--- config.mk ---
export PLATFORM = sky130hd
export DESIGN_NAME = adc_seq_host
export DESIGN_NICKNAME = d
export VERILOG_FILES = /design/src/rtl/adc_seq_pkg.sv /design/src/rtl/adc_seq_sckgen.sv /design/src/rtl/adc_seq_shifter.sv /design/src/rtl/adc_seq_host.sv
export SDC_FILE = /design/constraint.sdc
export NUM_CORES = 1
export LEC_CHECK = 0
export ABC_CLOCK_PERIOD_IN_PS = 4000
export BUFFER_PORTS_ARGS = -buffer_cell sky130_fd_sc_hd__buf_2
export CORE_MARGIN = 8
export CORE_UTILIZATION = 60
export CTS_BUF_LIST = sky130_fd_sc_hd__clkbuf_8
export DETAILED_ROUTE_END_ITERATION = 12
export PLACE_DENSITY_LB_ADDON = 0.05
export SETUP_SLACK_MARGIN = 0.15
export SLEW_MARGIN = 20
export SYNTH_ARGS = -nofsm -noshare
export SYNTH_HDL_FRONTEND = slang
export SYNTH_SLANG_ARGS = --single-unit
--- constraint.sdc ---
create_clock -name clk -period 4 [get_ports clk]
set_input_delay 0.4 -clock clk [delete_from_list [all_inputs] [get_ports clk]]
set_output_delay 0.4 -clock clk [all_outputs]
set_load 0.005 [all_outputs]
--- src/rtl/adc_seq_pkg.sv ---
// Package: shared constants and the sequencer state type.
// Assumes a converter with a 16-bit result and a 14-bit configuration word.
package adc_seq_pkg;
    localparam int RES_BITS = 16;
    localparam int CFG_BITS = 14;

    typedef enum logic [2:0] {
        ST_IDLE,
        ST_CONV,
        ST_XFER,
        ST_DONE,
        ST_QUIET
    } seq_state_t;
endpackage

--- src/rtl/adc_seq_sckgen.sv ---
// Module: serial clock generator.
// While run is high, sck toggles every DIV clock cycles, starting from low.
// fall_tick marks the clock edge at which sck goes from high to low.
// Assumes DIV >= 1. When run is low, sck and the divider are held at zero.
module adc_seq_sckgen #(
    parameter int DIV = 2
) (
    input  logic clk,
    input  logic rst_n,
    input  logic run,
    output logic sck,
    output logic fall_tick
);
    localparam int DW = (DIV > 1) ? $clog2(DIV) : 1;

    logic [DW-1:0] div_q;
    logic          wrap;

    assign wrap      = (div_q == DW'(DIV - 1));
    assign fall_tick = run && wrap && sck;

    // Count the half period and toggle sck when the count wraps.
    always_ff @(posedge clk) begin
        if (!rst_n || !run) begin
            div_q <= '0;
            sck   <= 1'b0;
        end else if (wrap) begin
            div_q <= '0;
            sck   <= ~sck;
        end else begin
            div_q <= div_q + 1'b1;
        end
    end

    AST_SCK_STOPS: assert property (@(posedge clk) disable iff (!rst_n) !run |=> !sck);
endmodule

--- src/rtl/adc_seq_shifter.sv ---
// Module: full-duplex shift engine.
// load captures the configuration word and clears the receive word.
// Each fall_tick shifts the next configuration bit onto din and samples sdo into the receive word.
// Assumes the controller stops issuing fall_tick at the end of the frame.
module adc_seq_shifter #(
    parameter int CFG_W = 14,
    parameter int RX_W  = 30,
    localparam int CW   = $clog2(RX_W + 1)
) (
    input  logic             clk,
    input  logic             rst_n,
    input  logic             load,
    input  logic [CFG_W-1:0] cfg_in,
    input  logic             fall_tick,
    input  logic             sdo,
    output logic             din,
    output logic [RX_W-1:0]  rx_word,
    output logic [CW-1:0]    nfall
);
    logic [CFG_W-1:0] tx_q;

    assign din = tx_q[CFG_W-1];

    // Load at the conversion start, then shift both directions on each falling edge.
    always_ff @(posedge clk) begin
        if (!rst_n) begin
            tx_q    <= '0;
            rx_word <= '0;
            nfall   <= '0;
        end else if (load) begin
            tx_q    <= cfg_in;
            rx_word <= '0;
            nfall   <= '0;
        end else if (fall_tick) begin
            tx_q    <= {tx_q[CFG_W-2:0], 1'b0};
            rx_word <= {rx_word[RX_W-2:0], sdo};
            nfall   <= nfall + 1'b1;
        end
    end

    AST_FALL_LIMIT: assert property (@(posedge clk) disable iff (!rst_n) nfall <= CW'(RX_W));
endmodule

--- src/rtl/adc_seq_host.sv ---
// Module: host sequencer for a serial converter that reads and writes in the same frame, without a busy indicator.
// Frame order:
//   1. A request raises cnv and holds it high for HOLD cycles.
//   2. cnv is lowered and the transfer runs for 16 or 30 falling edges of sck.
//   3. One clock later cnv rises again and the result is posted with res_valid.
//   4. cnv stays high for HOLD cycles, then returns low.
// Assumes CONV_CYC covers the converter's maximum conversion time, and that CYC_MIN >= 1.
module adc_seq_host
    import adc_seq_pkg::*;
#(
    parameter int DIV      = 2,
    parameter int CONV_CYC = 6,
    parameter int CNVH_MIN = 3,
    parameter int CYC_MIN  = 80
) (
    input  logic                clk,
    input  logic                rst_n,
    input  logic                sample_req,
    input  logic [CFG_BITS-1:0] cfg_word,
    input  logic                rdback_en,
    output logic                cnv,
    output logic                sck,
    output logic                din,
    input  logic                sdo,
    output logic                res_valid,
    output logic [RES_BITS-1:0] res_data,
    output logic [CFG_BITS-1:0] res_cfg
);
    localparam int HOLD = (CONV_CYC > CNVH_MIN) ? CONV_CYC : CNVH_MIN;
    localparam int HW   = $clog2(HOLD + 1);
    localparam int GW   = $clog2(CYC_MIN + 1);
    localparam int RX_W = RES_BITS + CFG_BITS;
    localparam int NF_W = $clog2(RX_W + 1);

    seq_state_t        state_q;
    logic [HW-1:0]     hold_q;
    logic [GW-1:0]     gap_q;
    logic              pend_q;
    logic              rb_q;
    logic              start;
    logic              run;
    logic              fall_tick;
    logic              last_fall;
    logic [RX_W-1:0]   rx_word;
    logic [NF_W-1:0]   nfall;

    assign run       = (state_q == ST_XFER);
    assign start     = (state_q == ST_IDLE) && (pend_q || sample_req) && (gap_q == GW'(CYC_MIN - 1));
    assign last_fall = fall_tick && (nfall == (rb_q ? NF_W'(RX_W - 1) : NF_W'(RES_BITS - 1)));

    adc_seq_sckgen #(.DIV(DIV)) i_sckgen (
        .clk       (clk),
        .rst_n     (rst_n),
        .run       (run),
        .sck       (sck),
        .fall_tick (fall_tick)
    );

    adc_seq_shifter #(.CFG_W(CFG_BITS), .RX_W(RX_W)) i_shifter (
        .clk       (clk),
        .rst_n     (rst_n),
        .load      (start),
        .cfg_in    (cfg_word),
        .fall_tick (fall_tick),
        .sdo       (sdo),
        .din       (din),
        .rx_word   (rx_word),
        .nfall     (nfall)
    );

    // Keep a request that cannot start yet.
    always_ff @(posedge clk) begin
        if (!rst_n)          pend_q <= 1'b0;
        else if (start)      pend_q <= 1'b0;
        else if (sample_req) pend_q <= 1'b1;
    end

    // Count cycles since the last start, saturating at the minimum cycle time.
    always_ff @(posedge clk) begin
        if (!rst_n)                          gap_q <= GW'(CYC_MIN - 1);
        else if (start)                      gap_q <= '0;
        else if (gap_q != GW'(CYC_MIN - 1))  gap_q <= gap_q + 1'b1;
    end

    // Frame sequencer: hold, transfer, post the result, quiet period.
    always_ff @(posedge clk) begin
        if (!rst_n) begin
            state_q   <= ST_IDLE;
            hold_q    <= '0;
            rb_q      <= 1'b0;
            cnv       <= 1'b0;
            res_valid <= 1'b0;
            res_data  <= '0;
            res_cfg   <= '0;
        end else begin
            res_valid <= 1'b0;
            unique case (state_q)
                ST_IDLE: if (start) begin
                    cnv     <= 1'b1;
                    hold_q  <= '0;
                    rb_q    <= rdback_en;
                    state_q <= ST_CONV;
                end
                ST_CONV: if (hold_q == HW'(HOLD - 1)) begin
                    cnv     <= 1'b0;
                    state_q <= ST_XFER;
                end else begin
                    hold_q <= hold_q + 1'b1;
                end
                ST_XFER: if (last_fall) state_q <= ST_DONE;
                ST_DONE: begin
                    cnv       <= 1'b1;
                    hold_q    <= '0;
                    res_valid <= 1'b1;
                    res_data  <= rb_q ? rx_word[RX_W-1:CFG_BITS] : rx_word[RES_BITS-1:0];
                    res_cfg   <= rb_q ? rx_word[CFG_BITS-1:0] : '0;
                    state_q   <= ST_QUIET;
                end
                ST_QUIET: if (hold_q == HW'(HOLD - 1)) begin
                    cnv     <= 1'b0;
                    state_q <= ST_IDLE;
                end else begin
                    hold_q <= hold_q + 1'b1;
                end
                default: state_q <= ST_IDLE;
            endcase
        end
    end

    // Checker state: length of the current cnv high phase and cycles since the last start.
    logic [HW-1:0] chk_hi;
    logic [GW-1:0] chk_gap;
    logic          cnv_d;
    logic          start_seen;

    assign start_seen = cnv && !cnv_d && !res_valid;

    // Track the cnv high width and the start spacing, independent of the sequencer counters.
    always_ff @(posedge clk) begin
        if (!rst_n) begin
            chk_hi  <= '0;
            chk_gap <= GW'(CYC_MIN);
            cnv_d   <= 1'b0;
        end else begin
            cnv_d   <= cnv;
            chk_hi  <= !cnv ? '0 : ((chk_hi == HW'(HOLD)) ? chk_hi : chk_hi + 1'b1);
            chk_gap <= start_seen ? GW'(1) : ((chk_gap == GW'(CYC_MIN)) ? chk_gap : chk_gap + 1'b1);
        end
    end

    AST_SCK_LOW_CNV:  assert property (@(posedge clk) disable iff (!rst_n) cnv |-> !sck);
    AST_CNV_WIDTH:    assert property (@(posedge clk) disable iff (!rst_n) $fell(cnv) |-> $past(chk_hi) == HW'(HOLD - 1));
    AST_CYC_MIN:      assert property (@(posedge clk) disable iff (!rst_n) start_seen |-> chk_gap >= GW'(CYC_MIN));
    AST_VALID_PULSE:  assert property (@(posedge clk) disable iff (!rst_n) res_valid |=> !res_valid);
    AST_VALID_ON_CNV: assert property (@(posedge clk) disable iff (!rst_n) res_valid |-> $rose(cnv));
endmodule

; ---- Word level (Yosys, flattened, before mapping)
; Index checks and enable logic that the tools add are counted.
[word_totals]
elab_cells = 74
in_bits = 19
out_inout_bits = 34
regBits = 98
[classes]
eq_ne = 14
muxes = 19
reduce_logical = 20
bitwise_logic = 2
add_sub_neg = 4
[ops]
columns = op, count
row1 = $mux W14, 3
row2 = $mux W3, 6
row3 = $mux W16, 1
row4 = $pmux W3 S5, 1
row5 = $mux W7, 2
row6 = $pmux W3 S3, 1
row7 = $ne A2 B2 Y1 const B, 4
row8 = $add A7 B1 Y7 const B, 1
row9 = $eq A7 B7 Y1 const B, 1
row10 = $ne A7 B7 Y1 const B, 1
row11 = $eq A3 B2 Y1 const B, 2
row12 = $eq A3 B3 Y1 const B, 2
row13 = $reduce_and A3 Y1, 2
row14 = $reduce_or A2 Y1, 3
row15 = $add A5 B1 Y5 const B, 1
row16 = $eq A5 B5 Y1, 1
row17 = $logic_and A1 B1 Y1, 5
row18 = $mux W5, 1
row19 = $ne A2 B1 Y1 const B, 2
row20 = $reduce_and A4 Y1, 1
row21 = $reduce_bool A2 Y1, 2
row22 = $add A3 B1 Y3 const B, 1
row23 = $eq A3 B1 Y1 const B, 1
row24 = $logic_not A3 Y1, 1
row25 = other kinds (8), 13

; ---- Longest topological paths before layout
[depth]
ltp_word = 6
ltp_mapped = 8
ltp_nobuf = 6

; ---- By module
; A second synthesis with hierarchy kept.
[hier_totals]
cells_unflattened = 402
hier_area_um2 = 4149.0
[by_module_without_submodules]
columns = mod, instances, area_each_um2, cells_per_inst, seq_area_each_um2
row1 = adc_seq_host, 1, 2080.7, 212, 940.9
row2 = adc_seq_shifter, 1, 2000.7, 183, 980.9
row3 = adc_seq_sckgen, 1, 67.6, 7, 40.0

; ---- Least setup slack after synthesis
; OpenSTA, ideal clock, no wires.
[synth_timing]
kind = reg2reg
start = register gap_q[0]
end = register gap_q[3]
n_path_buf = 2
path_slack_ns = 2.143
arrival_ns = 1.717
required_time_ns = 3.860
path_stages_with_launch = 8
setup_time_ns = 0.140
synth_period_minus_slack_ns = 1.857
path_cell_list = dfxtp_1 > ha_1 > nand3_1 > or4b_4 > buf_6 > buf_2 > o211ai_1 > o211ai_1
[synth_between]
elab_chain_cells = 3
word_cells_on_any_way = 7
cone_classes = add/sub: 1 / eq/ne: 2 / mux: 2 / reduce/logical: 2
[synth_lines]
columns = element, line_no
row1 = "start, declared", adc_seq_host.sv:37  ; logic [GW-1:0] gap_q;
row2 = "start signal, assigned", adc_seq_host.sv:80  ; if (!rst_n) gap_q <= GW'(CYC_MIN - 1);
row3 = "start signal, assigned", adc_seq_host.sv:82  ; else if (gap_q != GW'(CYC_MIN - 1)) gap_q <= gap_q + 1'b1;
row4 = $add A7 B1 Y7 or $eq A7 B7 Y1 (tied branches), "adc_seq_host.sv:82, adc_seq_host.sv:48"
row5 = $mux W7 or $logic_and A1 B1 Y1 (tied branches), "adc_seq_host.sv:82, adc_seq_host.sv:48"
row6 = $mux W7 or $reduce_bool A2 Y1 (tied branches), n/a
; Parallel ways exist; a longest one is shown, timed or not. The select of a mux whose other input is x is not followed.
; A chain may end at the register's enable or synchronous reset.

; ---- Final worst setup path
[layout_timing]
start = register state_q[2]
end = register hold_q[1]
[layout_between]
elab_chain_cells = 5
word_cells_on_any_way = 12
cone_classes = eq/ne: 5 / mux: 1 / reduce/logical: 6
[layout_lines]
columns = element, line_no
row1 = "start, declared", adc_seq_host.sv:35  ; seq_state_t state_q;
row2 = "start signal, assigned", adc_seq_host.sv:88  ; state_q <= ST_IDLE;
row3 = "start signal, assigned", adc_seq_host.sv:102  ; state_q <= ST_CONV;
row4 = "start signal, assigned", adc_seq_host.sv:106  ; state_q <= ST_XFER;
row5 = $logic_not A3 Y1, "adc_seq_host.sv:48, adc_seq_host.sv:97"
row6 = $logic_and A1 B1 Y1 (2 in a row), adc_seq_host.sv:48  ; assign start = (state_q == ST_IDLE) && (pend_q || sample_req) && (gap_q == GW'(CYC_MIN - 1));
row7 = $ne A2 B1 Y1 (no source line), n/a
row8 = $reduce_and A3 Y1 (no source line), n/a
row9 = "end signal, assigned", adc_seq_host.sv:108  ; hold_q <= hold_q + 1'b1;
row10 = "end signal, assigned", adc_seq_host.sv:123  ; hold_q <= hold_q + 1'b1;
row11 = "end, declared", adc_seq_host.sv:36  ; logic [HW-1:0] hold_q;
; Parallel ways exist; a longest one is shown, timed or not.

==> results by group <==
Power
  • Comb power frac: 16.2%
  • Net switching fraction of the power: 30.06%
  • Int Power: 1529 uW
  • Clock Power Share: 31.1%
  • Sequential power share: 52.8%
  • Pwr per Cell Area: 497.9 mW/mm2
  • Maximum vdd ir drop: 419.9 uV
  • Switching pwr: 657.3 uW
  • Lkg Pwr: 0.001826 uW

Clocking
  • Clock Path Buffers: 2
  • Num CTS Buffers: 9
  • Worst-path clk slew: 0.11 ns
  • Setup repair bufs after CTS: 0
  • CTS Sinks: 98
  • CTS tree: built
  • Root buffer cell: clkbuf_8
  • Hold_buf cts: 0
  • H-tree levels: 3
  • Cells resized by post-CTS repair: 0
  • Clock Latency Late Sink: 0.37 ns

Place
  • Placed inst area: 0.004178 mm2
  • Buffers on Ports: 52
  • Dpl hpwl: 5473 um
  • GPL Wtd Cong: 0.8368

Finish
  • Layout cells sized above 1: 15.89%
  • Final nets: 509
  • Design Area, Final: 0.004392 mm2
  • Area Growth Syn to Fin: 10.52%
  • Utilization after layout: 68.77%
  • # diodes: 0

Yosys
  • Flops & latches, synth: 98
  • Yosys top cell area share: 49.37%
  • Unique cell type count in the Yosys netlist: 41
  • Sequential area share after synthesis: 49.37%
  • Post-synth EDFFs: 0
  • Yosys warns: 0
  • Top cells by count, synth: nand2_1, dfxtp_1, a21oi_1
  • Count leader, synth: nand2_1
  • Top_reg_cell synth: dfxtp_1
  • Top cells by area, synth: dfxtp_1, nand2_1, mux2i_1
  • Cells after synthesis: 453
  • Syn avg cell area: 8.772 um2
  • Syn_nets: 476
  • Largest area contributor in the netlist: dfxtp_1
  • Post-synth ARST share: 0%
  • Post-Syn Area: 0.003974 mm2

Critical path
  • Critical Path Sink Type: flop
  • R2R Path Start: state_q[2]
  • Largest fanout on the critical path: 39
  • Worst EP required: 4.22 ns
  • Largest stage delay on the critical path: 0.69 ns
  • Critical path class: flop to flop
  • Critical path's slowest cell: or4b_4
  • Top delay family on crit path: simple AND/OR/NAND/NOR gates
  • Crit path launch type: flop
  • CP startpoint: state_q[2]
  • WP buf/inv: 0
  • Arr. time, crit path: 2.65 ns
  • Worst path cell trace: nor3_1, or4b_4, nand2_2, o22ai_1

Die
  • Total die area: 0.009483 mm2
  • Starting density of the core: 62.23%
  • Core ar.: 0.006386 mm2
  • # rows: 29
  • IO Pins: 53
  • Die width: 97.38 um
  • Die Ht: 97.38 um

Timing
  • Crit share post-route: 60.82%
  • Worst-Margin Slew: 1.036 ns
  • RSZ-0062 raised after global routing: false
  • Final Skew: 0.01339 ns
  • Final min period: 2.433 ns
  • Relative slew slack: 30.84%
  • Final setup TNS: 0 ns
  • # setup viols final: 0
  • Max Fclk: 0.4111 GHz
  • Count of pins over their slew limit: 0
  • Final hold vios: 0

Global route
  • First-pass GRT wire length: 14150 um
  • Aggregate global-route resource usage: 17.58%
  • Overflow left after global routing: 0
  • Largest net degree at the start of global routing: 48
  • Vias in the first global route: 3183
  • Initial antenna violation count: 0

Route
  • Residual DRC: 0
  • Vias post-DR: 3196
  • Vias per cell: 5.627
  • Routed wire per std cell: 14.34 um
  • TritonRoute pass-1 iters: 4
  • Initial DRC count: 132
  • Post-DRT Antenna Nets: 0
  • Routed WL: 8145 um

Worst hold path
  • Worst Hold Class: input port to flop
  • HP Start: sdo

Outcome
  • Status: finished, final reports clean

Job
  • Maxcap violations: 0
-- power by group through the flow --
stage,registers [uW],logic [uW],clock network (uW)
after global placement,1170,349,0
final,1150,353,680
after CTS,1150,358,697
after detailed placement,1170,357,0
after floorplan,1140,349,0
after global routing,1170,408,737
-- worst register-to-register path, delay by kind of cell, from the launching register on --
kind               cells  cell delay (ns)
and+or+nand+nor        3             1.73
DFF                    1             0.43
AOI/OAI and AO/OA      1             0.14
-- per-layer routing --
metal	part of all wire [%]	up-vias	GRT usage (%)
met5	0	-	0
met1	42	1509	18.35
met2	53	47	32.59
li1	-	1632	-
met4	1.3	0	5.128
met3	3.2	8	5.548
-- placed cells by master, fill, tap and decap left out, drive strengths merged, types with 3 or more instances in the layout --
| cell type | netlist | layout |
|---|---|---|
| nor2b | 6 | 6 |
| mux2i | 19 | 19 |
| a31oi | 15 | 15 |
| and3 | 3 | 3 |
| nand3 | 9 | 9 |
| nor3 | 5 | 5 |
| ha | 4 | 4 |
| a21oi | 36 | 36 |
| nor3b | 3 | 3 |
| o211ai | 4 | 4 |
| a22o | 14 | 14 |
| o22ai | 3 | 3 |
| o21ai | 17 | 17 |
| inv | 3 | 8 |
| nand2 | 120 | 120 |
| buf | 17 | 55 |
| clkbuf | 16 | 9 |
| nor2 | 17 | 17 |
| dfxtp | 98 | 98 |
| xnor2 | 5 | 5 |
| o211a | 16 | 16 |
-- through the flow --
step / total power [uW] / cells / hold slack (ns) / worst slack, ns
finish: 2187 / 568 / 0.2557 / 1.567
detailed placement: 1531 / 552 / 0.4582 / 1.572
global placement: 1521 / 552 / 0.4447 / 1.607
CTS: 2209 / 568 / 0.2393 / 1.550
global route: 2314 / 568 / 0.2318 / 1.361
floorplan: 1486 / 453 / 0.4334 / 2.143
-- sequential cells by signal, indices dropped and copies added, names as in the netlist --
signal / cells
i_sckgen.sck: 1
gap_q: 7
i_sckgen.div_q: 1
i_shifter.tx_q: 14
i_shifter.nfall: 5
rb_q: 1
res_data: 16
state_q: 3
res_valid: 1
pend_q: 1
cnv: 1
i_shifter.rx_word: 30
res_cfg: 14
hold_q: 3
-- worst paths after layout --
kind	end	slack, ns	cells past startpoint
setup / recovery	hold_q[1]	1.57	4
hold / removal	i_shifter.rx_word[0]	0.26	3
setup reg to reg	hold_q[1]	1.57	4
hold reg to reg	i_shifter.tx_q[7]	0.47	2
-- cells by family (layout without fill, tap and decap cells) --
group                      count (synthesis)  in the layout  share of synthesized area (%)
and+or+nand+nor                          177            177                          19.58
AOI/OAI and AO/OA                        112            112                          18.77
DFF                                       98             98                          49.37
buffers and inverters                     36             74                          4.691
muxes                                     19             19                          4.786
xor gates and xnor gates                   7              7                          1.543
adders and majority gates                  4              4                          1.259
-- area by class of cell --
| type | count | area (um2) |
|---|---|---|
| Clock buffer | 9 | 123.9 |
| Clock inverter | 7 | 90.09 |
| Fill cell | 550 | 1994 |
| Inverter | 3 | 11.26 |
| Multi-Input combinational cell | 319 | 1826 |
| Sequential cell | 98 | 1962 |
| Tap cell | 77 | 96.34 |
| Timing Repair Buffer | 55 | 282.8 |
No activity file was read; power rests on OpenSTA's default activity.
